`config.mk`:
```
export PLATFORM = sky130hd
export DESIGN_NAME = mf_addsub_top
export DESIGN_NICKNAME = d
export VERILOG_FILES = /design/src/rtl/mf_pkg.sv /design/src/rtl/mf_align.sv /design/src/rtl/mf_sigop.sv /design/src/rtl/mf_norm.sv /design/src/rtl/mf_addsub_top.sv
export SDC_FILE = /design/constraint.sdc
export NUM_CORES = 1
export LEC_CHECK = 0
export BUFFER_PORTS_ARGS = -buffer_cell sky130_fd_sc_hd__buf_2
export CORE_UTILIZATION = 35
export DETAILED_ROUTE_END_ITERATION = 16
export PLACE_DENSITY_LB_ADDON = 0.1
export SLEW_MARGIN = 40
export SYNTH_ARGS = -nofsm -noshare
export SYNTH_HDL_FRONTEND = slang
export SYNTH_SLANG_ARGS = --single-unit
export TNS_END_PERCENT = 1
```
`constraint.sdc`:
```
create_clock -name clk -period 1.1 [get_ports clk]
set_input_delay 0.22 -clock clk [delete_from_list [all_inputs] [get_ports clk]]
set_output_delay 0.22 -clock clk [all_outputs]
set_load 0.01 [all_outputs]
```
`src/rtl/mf_pkg.sv`:
```
package mf_pkg;

  // Kind of operation applied to the aligned significands.
  typedef enum logic {
    SIG_ADD = 1'b0,
    SIG_SUB = 1'b1
  } sig_op_e;

  // Operand class, derived from the exponent field.
  typedef enum logic [1:0] {
    CLS_ZERO = 2'd0,
    CLS_NORM = 2'd1,
    CLS_INF  = 2'd2
  } op_class_e;

endpackage

```
`src/rtl/mf_align.sv`:
```
module mf_align #(
  parameter int EXP_W  = 5,
  parameter int FRAC_W = 6
) (
  input  logic [EXP_W+FRAC_W:0] opa_i,
  input  logic [EXP_W+FRAC_W:0] opb_i,
  input  logic                  sub_i,
  output logic                  sign_o,
  output logic [EXP_W-1:0]      exp_big_o,
  output logic [FRAC_W:0]       sig_big_o,
  output logic [FRAC_W:0]       sig_small_o,
  output mf_pkg::sig_op_e       op_o,
  output logic                  far_o
);
  localparam int SW = FRAC_W + 1;
  localparam int W  = EXP_W + FRAC_W + 1;

  logic              sa, sb_eff, a_big;
  logic [EXP_W-1:0]  ea, eb, shamt;
  logic [FRAC_W-1:0] fa, fb;
  logic [SW-1:0]     small_raw;

  always_comb begin
    sa     = opa_i[W-1];
    sb_eff = opb_i[W-1] ^ sub_i;
    ea     = opa_i[W-2:FRAC_W];
    eb     = opb_i[W-2:FRAC_W];
    fa     = opa_i[FRAC_W-1:0];
    fb     = opb_i[FRAC_W-1:0];
    // Swap so that the larger magnitude is always on the "big" side.
    a_big  = (ea > eb) || ((ea == eb) && (fa >= fb));
    if (a_big) begin
      exp_big_o = ea;
      sig_big_o = {1'b1, fa};
      small_raw = {1'b1, fb};
      shamt     = ea - eb;
      sign_o    = sa;
    end else begin
      exp_big_o = eb;
      sig_big_o = {1'b1, fb};
      small_raw = {1'b1, fa};
      shamt     = eb - ea;
      sign_o    = sb_eff;
    end
    sig_small_o = small_raw >> shamt;
    far_o       = (shamt > EXP_W'(SW));
    op_o        = (sa ^ sb_eff) ? mf_pkg::SIG_SUB : mf_pkg::SIG_ADD;
  end

endmodule

```
`src/rtl/mf_sigop.sv`:
```
module mf_sigop #(
  parameter int SW = 7
) (
  input  logic            clk,
  input  logic            rst_n,
  input  logic [SW-1:0]   sig_big_i,
  input  logic [SW-1:0]   sig_small_i,
  input  mf_pkg::sig_op_e op_i,
  output logic [SW:0]     sum_o
);

  always_comb begin
    if (op_i == mf_pkg::SIG_SUB) begin
      sum_o = {1'b0, sig_big_i} - {1'b0, sig_small_i};
    end else begin
      sum_o = {1'b0, sig_big_i} + {1'b0, sig_small_i};
    end
  end

  // The swap must leave the big side no smaller, so a subtract never borrows.
  AST_SUB_NO_BORROW: assert property (@(posedge clk) disable iff (!rst_n)
    (op_i == mf_pkg::SIG_SUB) |-> (sum_o[SW] == 1'b0));

endmodule

```
`src/rtl/mf_norm.sv`:
```
module mf_norm #(
  parameter int EXP_W = 5,
  parameter int SW    = 7
) (
  input  logic              clk,
  input  logic              rst_n,
  input  logic [SW:0]       sum_i,
  input  logic [EXP_W-1:0]  exp_big_i,
  output logic [EXP_W-1:0]  exp_o,
  output logic [SW-2:0]     frac_o,
  output logic              zero_o,
  output logic              ovf_o,
  output logic              unf_o
);
  localparam logic [EXP_W-1:0] EMAX = {EXP_W{1'b1}};

  logic             carry, found;
  logic [EXP_W-1:0] lz;
  logic [SW-1:0]    sig_n;

  // Count leading zeros below the carry position.
  always_comb begin
    lz    = '0;
    found = 1'b0;
    for (int i = SW - 1; i >= 0; i--) begin
      if (!found) begin
        if (sum_i[i]) found = 1'b1;
        else          lz    = lz + EXP_W'(1);
      end
    end
  end

  always_comb begin
    carry  = sum_i[SW];
    zero_o = (sum_i == '0);
    if (carry) begin
      sig_n = sum_i[SW:1];
      exp_o = exp_big_i + EXP_W'(1);
      ovf_o = (exp_big_i == EMAX - EXP_W'(1));
      unf_o = 1'b0;
    end else begin
      sig_n = sum_i[SW-1:0] << lz;
      exp_o = exp_big_i - lz;
      ovf_o = 1'b0;
      unf_o = !zero_o && (lz >= exp_big_i);
    end
    frac_o = sig_n[SW-2:0];
  end

  // A nonzero, non-carry result must come out with its hidden bit set.
  AST_NORM_LEADING_ONE: assert property (@(posedge clk) disable iff (!rst_n)
    (!zero_o && !carry) |-> sig_n[SW-1]);

endmodule

```
`src/rtl/mf_addsub_top.sv`:
```
module mf_addsub_top #(
  parameter int EXP_W  = 5,
  parameter int FRAC_W = 6
) (
  input  logic                  clk,
  input  logic                  rst_n,
  input  logic [EXP_W+FRAC_W:0] opa_i,
  input  logic [EXP_W+FRAC_W:0] opb_i,
  input  logic                  sub_i,
  output logic [EXP_W+FRAC_W:0] res_o
);
  import mf_pkg::*;

  localparam int W  = EXP_W + FRAC_W + 1;
  localparam int SW = FRAC_W + 1;
  localparam logic [EXP_W-1:0] EMAX = {EXP_W{1'b1}};

  logic             sign_big, far, n_zero, n_ovf, n_unf;
  logic [EXP_W-1:0] exp_big, exp_n;
  logic [SW-1:0]    sig_big, sig_small;
  logic [SW:0]      sum;
  logic [SW-2:0]    frac_n;
  sig_op_e          sig_op;
  op_class_e        cls_a, cls_b;
  logic [W-1:0]     res_d, res_q;

  mf_align #(.EXP_W(EXP_W), .FRAC_W(FRAC_W)) align_i (
    .opa_i       (opa_i),
    .opb_i       (opb_i),
    .sub_i       (sub_i),
    .sign_o      (sign_big),
    .exp_big_o   (exp_big),
    .sig_big_o   (sig_big),
    .sig_small_o (sig_small),
    .op_o        (sig_op),
    .far_o       (far)
  );

  mf_sigop #(.SW(SW)) sigop_i (
    .clk         (clk),
    .rst_n       (rst_n),
    .sig_big_i   (sig_big),
    .sig_small_i (sig_small),
    .op_i        (sig_op),
    .sum_o       (sum)
  );

  mf_norm #(.EXP_W(EXP_W), .SW(SW)) norm_i (
    .clk       (clk),
    .rst_n     (rst_n),
    .sum_i     (sum),
    .exp_big_i (exp_big),
    .exp_o     (exp_n),
    .frac_o    (frac_n),
    .zero_o    (n_zero),
    .ovf_o     (n_ovf),
    .unf_o     (n_unf)
  );

  function automatic op_class_e classify(input logic [EXP_W-1:0] e);
    if (e == '0)        return CLS_ZERO;
    else if (e == EMAX) return CLS_INF;
    else                return CLS_NORM;
  endfunction

  // Next-state logic: special cases first, then the arithmetic path.
  always_comb begin
    cls_a = classify(opa_i[W-2:FRAC_W]);
    cls_b = classify(opb_i[W-2:FRAC_W]);
    if (cls_a == CLS_INF) begin
      res_d = {opa_i[W-1], EMAX, {FRAC_W{1'b0}}};
    end else if (cls_b == CLS_INF) begin
      res_d = {opb_i[W-1] ^ sub_i, EMAX, {FRAC_W{1'b0}}};
    end else if (cls_a == CLS_ZERO && cls_b == CLS_ZERO) begin
      res_d = '0;
    end else if (cls_a == CLS_ZERO) begin
      res_d = {opb_i[W-1] ^ sub_i, opb_i[W-2:0]};
    end else if (cls_b == CLS_ZERO) begin
      res_d = opa_i;
    end else if (far) begin
      res_d = {sign_big, exp_big, sig_big[FRAC_W-1:0]};
    end else if (n_zero || n_unf) begin
      res_d = '0;
    end else if (n_ovf) begin
      res_d = {sign_big, EMAX, {FRAC_W{1'b0}}};
    end else begin
      res_d = {sign_big, exp_n, frac_n};
    end
  end

  // Result register.
  always_ff @(posedge clk or negedge rst_n) begin
    if (!rst_n) res_q <= '0;
    else        res_q <= res_d;
  end

  assign res_o = res_q;

  AST_INF_IN_GIVES_INF: assert property (@(posedge clk) disable iff (!rst_n)
    ($past(opa_i[W-2:FRAC_W]) == EMAX) |-> (res_q[W-2:0] == {EMAX, {FRAC_W{1'b0}}}));
  AST_INF_CLEAN_FRAC: assert property (@(posedge clk) disable iff (!rst_n)
    (res_q[W-2:FRAC_W] == EMAX) |-> (res_q[FRAC_W-1:0] == '0));
  AST_ZERO_IS_POSITIVE: assert property (@(posedge clk) disable iff (!rst_n)
    (res_q[W-2:FRAC_W] == '0) |-> (res_q == '0));

endmodule

```
==> impl_results.md <==
- Status: finished, violations left
- Violations in the final reports: setup timing
- Worst slew pin tran: 0.5032 ns
- Core area: 0.01028 mm^2
- First-pass GRT wire length: 24,090 um
- Root Driver: clkbuf_8
- Fill cell total of the finished layout: 989
- Yosys warns: 0
- Met2 Wirelength: 6940 um
- Drt wl/cell: 16.19 um
- Tot GR Track Use: 27.19%
- Global placer's final weighted congestion: 0.9571
- Slowest CP cell: a2111oi_4
- Layout Cells excl Fill: 908
- Final setup viols: 12
- Seq/Total Area, Yosys: 8.116%
- Origin of the worst min-delay path: opb_i[10]
- Finished Cell Area: 0.006065 mm^2
- Slowest stage delay, CP: 0.43 ns
- Initial DRT Pass Iterations: 6
- H-Tree Depth: 1
- # Max-Cap Violations: 0
- Final total power: 13.69 mW
- Final cycle utilization of the critical path: 742.6%
- Routed Antenna Nets: 0
- IO Port Bufs: 38
- Syn Nets: 579
- Initial antenna violation count: 0
- HP Class: in -> reg
- Most common cell after layout, fill and taps aside: buf_4
- Startpoint Class: input pin
- Highest routed layer: met4
- DP Area: 0.005630 mm^2
- DR vias/cell: 5.415
- Most frequent cells in the layout: buf_4, nand2_1, nor2_1, buf_2, a21oi_1
- Post-DP HPWL: 11,940 um
- Max reg flops: 12
- Worst Hold End: res_o[10]$_DFF_PN0_
- Vias in the first global route: 4,936
- TritonCTS clock tree: done
- Post-synthesis cell area: 0.003700 mm^2
- DIE HEIGHT: 104.8 um
- Post-synth ARST share: 100.0%
- Most used DFF post-synth: dfrtp_1
- GRT overflow: 0
- Starting DRT DRC Count: 294
- Routed WL: 14,700 um
- CP Max Fanout: 4
- Hold path depth: 4
- Starting Density: 36.00%
- Mapped Cells: 515
- Critical Path Most Common Cell: ha_1
- Die area: 0.01099 mm^2
- Vias: 4,917
- # clock sinks: 12
- Min cycle time layout: 8.169 ns
- Met3 WL: 721 um
- Distinct cell type count after synthesis: 83
- Synthesized area per cell: 7.184 um^2
- Max_slew headroom: 66.20%
- Layout cells sized above 1: 46.50%
- Final WS setup: -7.069 ns
- Leakage Power: 2.842 nW
- DRC Markers: 0
- DP Worst Slack: -7.633 ns
- WP data required: 1.24 ns
- RSZ-0062 raised after global routing: yes
- EDFF count, synth: 0
- WS Path Type: in -> reg
- P per Cell Area: 2257 mW/mm^2
- Site row count: 37
- Peak VDD IR: 1.575 mV
- Placed insts: 875
- IO Count: 39
- Reg clk slew, reported paths: 0.05 ns
- Final Hold Violating Endpoints: 0
- Final slew viol count: 0
- Critical Path Sink Type: flip-flop
- TNS Setup: -83.83 ns
- Fin nets: 838
- Critical Path AT: 8.31 ns
- Largest net degree at the start of global routing: 20
- Maximum clock path buffer count: 2
- N_diodes: 0
- Die Span X: 104.8 um
- Area grow syn2layout: 63.92%
- Total CTS buffers: 3
- DRT met1 WL: 6708 um
- FMAX: 0.1224 GHz
- Synth Register Bits: 12
cells in the mapped netlist (3+ instances only):
library cell | instances | share of area (%)
nor2b_1 | 8 | 1.4
o21ai_1 | 5 | 0.68
o21ai_0 | 35 | 4.7
a211o_1 | 3 | 0.71
ha_1 | 33 | 11
nand2b_1 | 10 | 1.7
and2_1 | 6 | 1.0
o31ai_1 | 4 | 0.81
clkbuf_1 | 16 | 1.6
o21bai_1 | 3 | 0.61
a22oi_1 | 4 | 0.81
nand4_1 | 3 | 0.51
nor2_1 | 43 | 4.4
a21oi_2 | 3 | 0.71
nand2_1 | 68 | 6.9
o2111ai_1 | 4 | 0.95
xnor2_1 | 8 | 1.9
mux2i_1 | 5 | 1.4
a22oi_2 | 4 | 1.4
nor4_1 | 3 | 0.51
mux4_2 | 4 | 2.4
xor2_1 | 7 | 1.7
a221oi_1 | 3 | 0.71
o21a_1 | 14 | 2.8
nor3_1 | 16 | 2.2
buf_2 | 3 | 0.41
a31oi_1 | 9 | 1.5
o22ai_1 | 3 | 0.51
o211ai_1 | 6 | 1.2
and3_1 | 7 | 1.2
dfrtp_1 | 12 | 8.1
inv_1 | 32 | 3.2
nand3_1 | 9 | 1.2
fa_1 | 4 | 2.2
a211oi_1 | 10 | 2.0
a21o_1 | 8 | 1.6
a21oi_1 | 36 | 4.9
a211oi_2 | 3 | 1.0
nand4b_1 | 3 | 0.71
buf_4 | 3 | 0.61
metrics by stage:
step	hold WS (ns)	utilization (%)
2_1_floorplan	-0.07559	-
3_3_place_gp	0.1128	54.78
3_5_place_dp	0.1152	54.78
4_1_cts	0.3740	58.75
5_1_grt	0.4106	59.01
6_report	0.3693	59.01
routing by layer:
layer,vias to the layer above,global-route usage [%]
li1,2433,-
met1,2303,36.29
met2,155,47.40
met3,26,2.308
met4,0,6.036
met5,-,0
report_power, final:
part	total [mW]	leakage [nW]	switching, mW	internal (mW)
registers	0.703	0.145	0.0849	0.618
clock network	0.396	0.0216	0.155	0.241
logic	12.6	2.68	6.13	6.45
critical path: cells and delay by family:
kind,cells,cell delay [ns]
fa+ha+maj,8,2.10
mux,1,0.21
compound gates,22,3.98
xor+xnor,2,0.44
buf+inv,5,0.43
simple gates,9,0.91
cell type report:
class | instances | area, um^2 | share of cell area, %
Timing Repair Buffer | 278 | 2026 | 33.40
Multi-Input combinational cell | 447 | 3395 | 55.97
Inverter | 32 | 132.6 | 2.187
Clock buffer | 3 | 41.29 | 0.6808
Tap cell | 136 | 170.2 | 2.806
Sequential cell | 12 | 300.3 | 4.952
cell families (layout without fill, tap and decap cells):
group                      count (synthesis)  count (layout)  share of synthesized area [%]
AOI/OAI and AO/OA                        190             190                          38.01
xor gates and xnor gates                  17              17                          4.430
adders and majority gates                 37              37                          13.32
buffers and inverters                     56             313                          6.290
DFF                                       12              12                          8.116
muxes                                     11              11                          4.396
and+or+nand+nor                          192             192                          25.43
how the worst max path moves through the flow:
stage              from  slack (ns)                  to  cells past startpoint
2_1_floorplan  opa_i[6]       -7.14  res_o[3]$_DFF_PN0_                     47
3_3_place_gp   opa_i[6]       -7.33  res_o[7]$_DFF_PN0_                     45
3_5_place_dp   opa_i[6]       -7.63  res_o[3]$_DFF_PN0_                     46
4_1_cts        opb_i[4]       -7.04  res_o[3]$_DFF_PN0_                     47
5_1_grt        opa_i[9]       -7.65  res_o[3]$_DFF_PN0_                     47
6_report       opb_i[4]       -7.07  res_o[3]$_DFF_PN0_                     47
what timing repair did:
action,CTS,global route
buffers inserted,28,1
hold buffers,1,0
resized for setup,32,4
setup endpoints to repair,12,12
pin swaps,34,7
endpoints found under the hold margin,12,0
(Power assumes the default switching activity.)
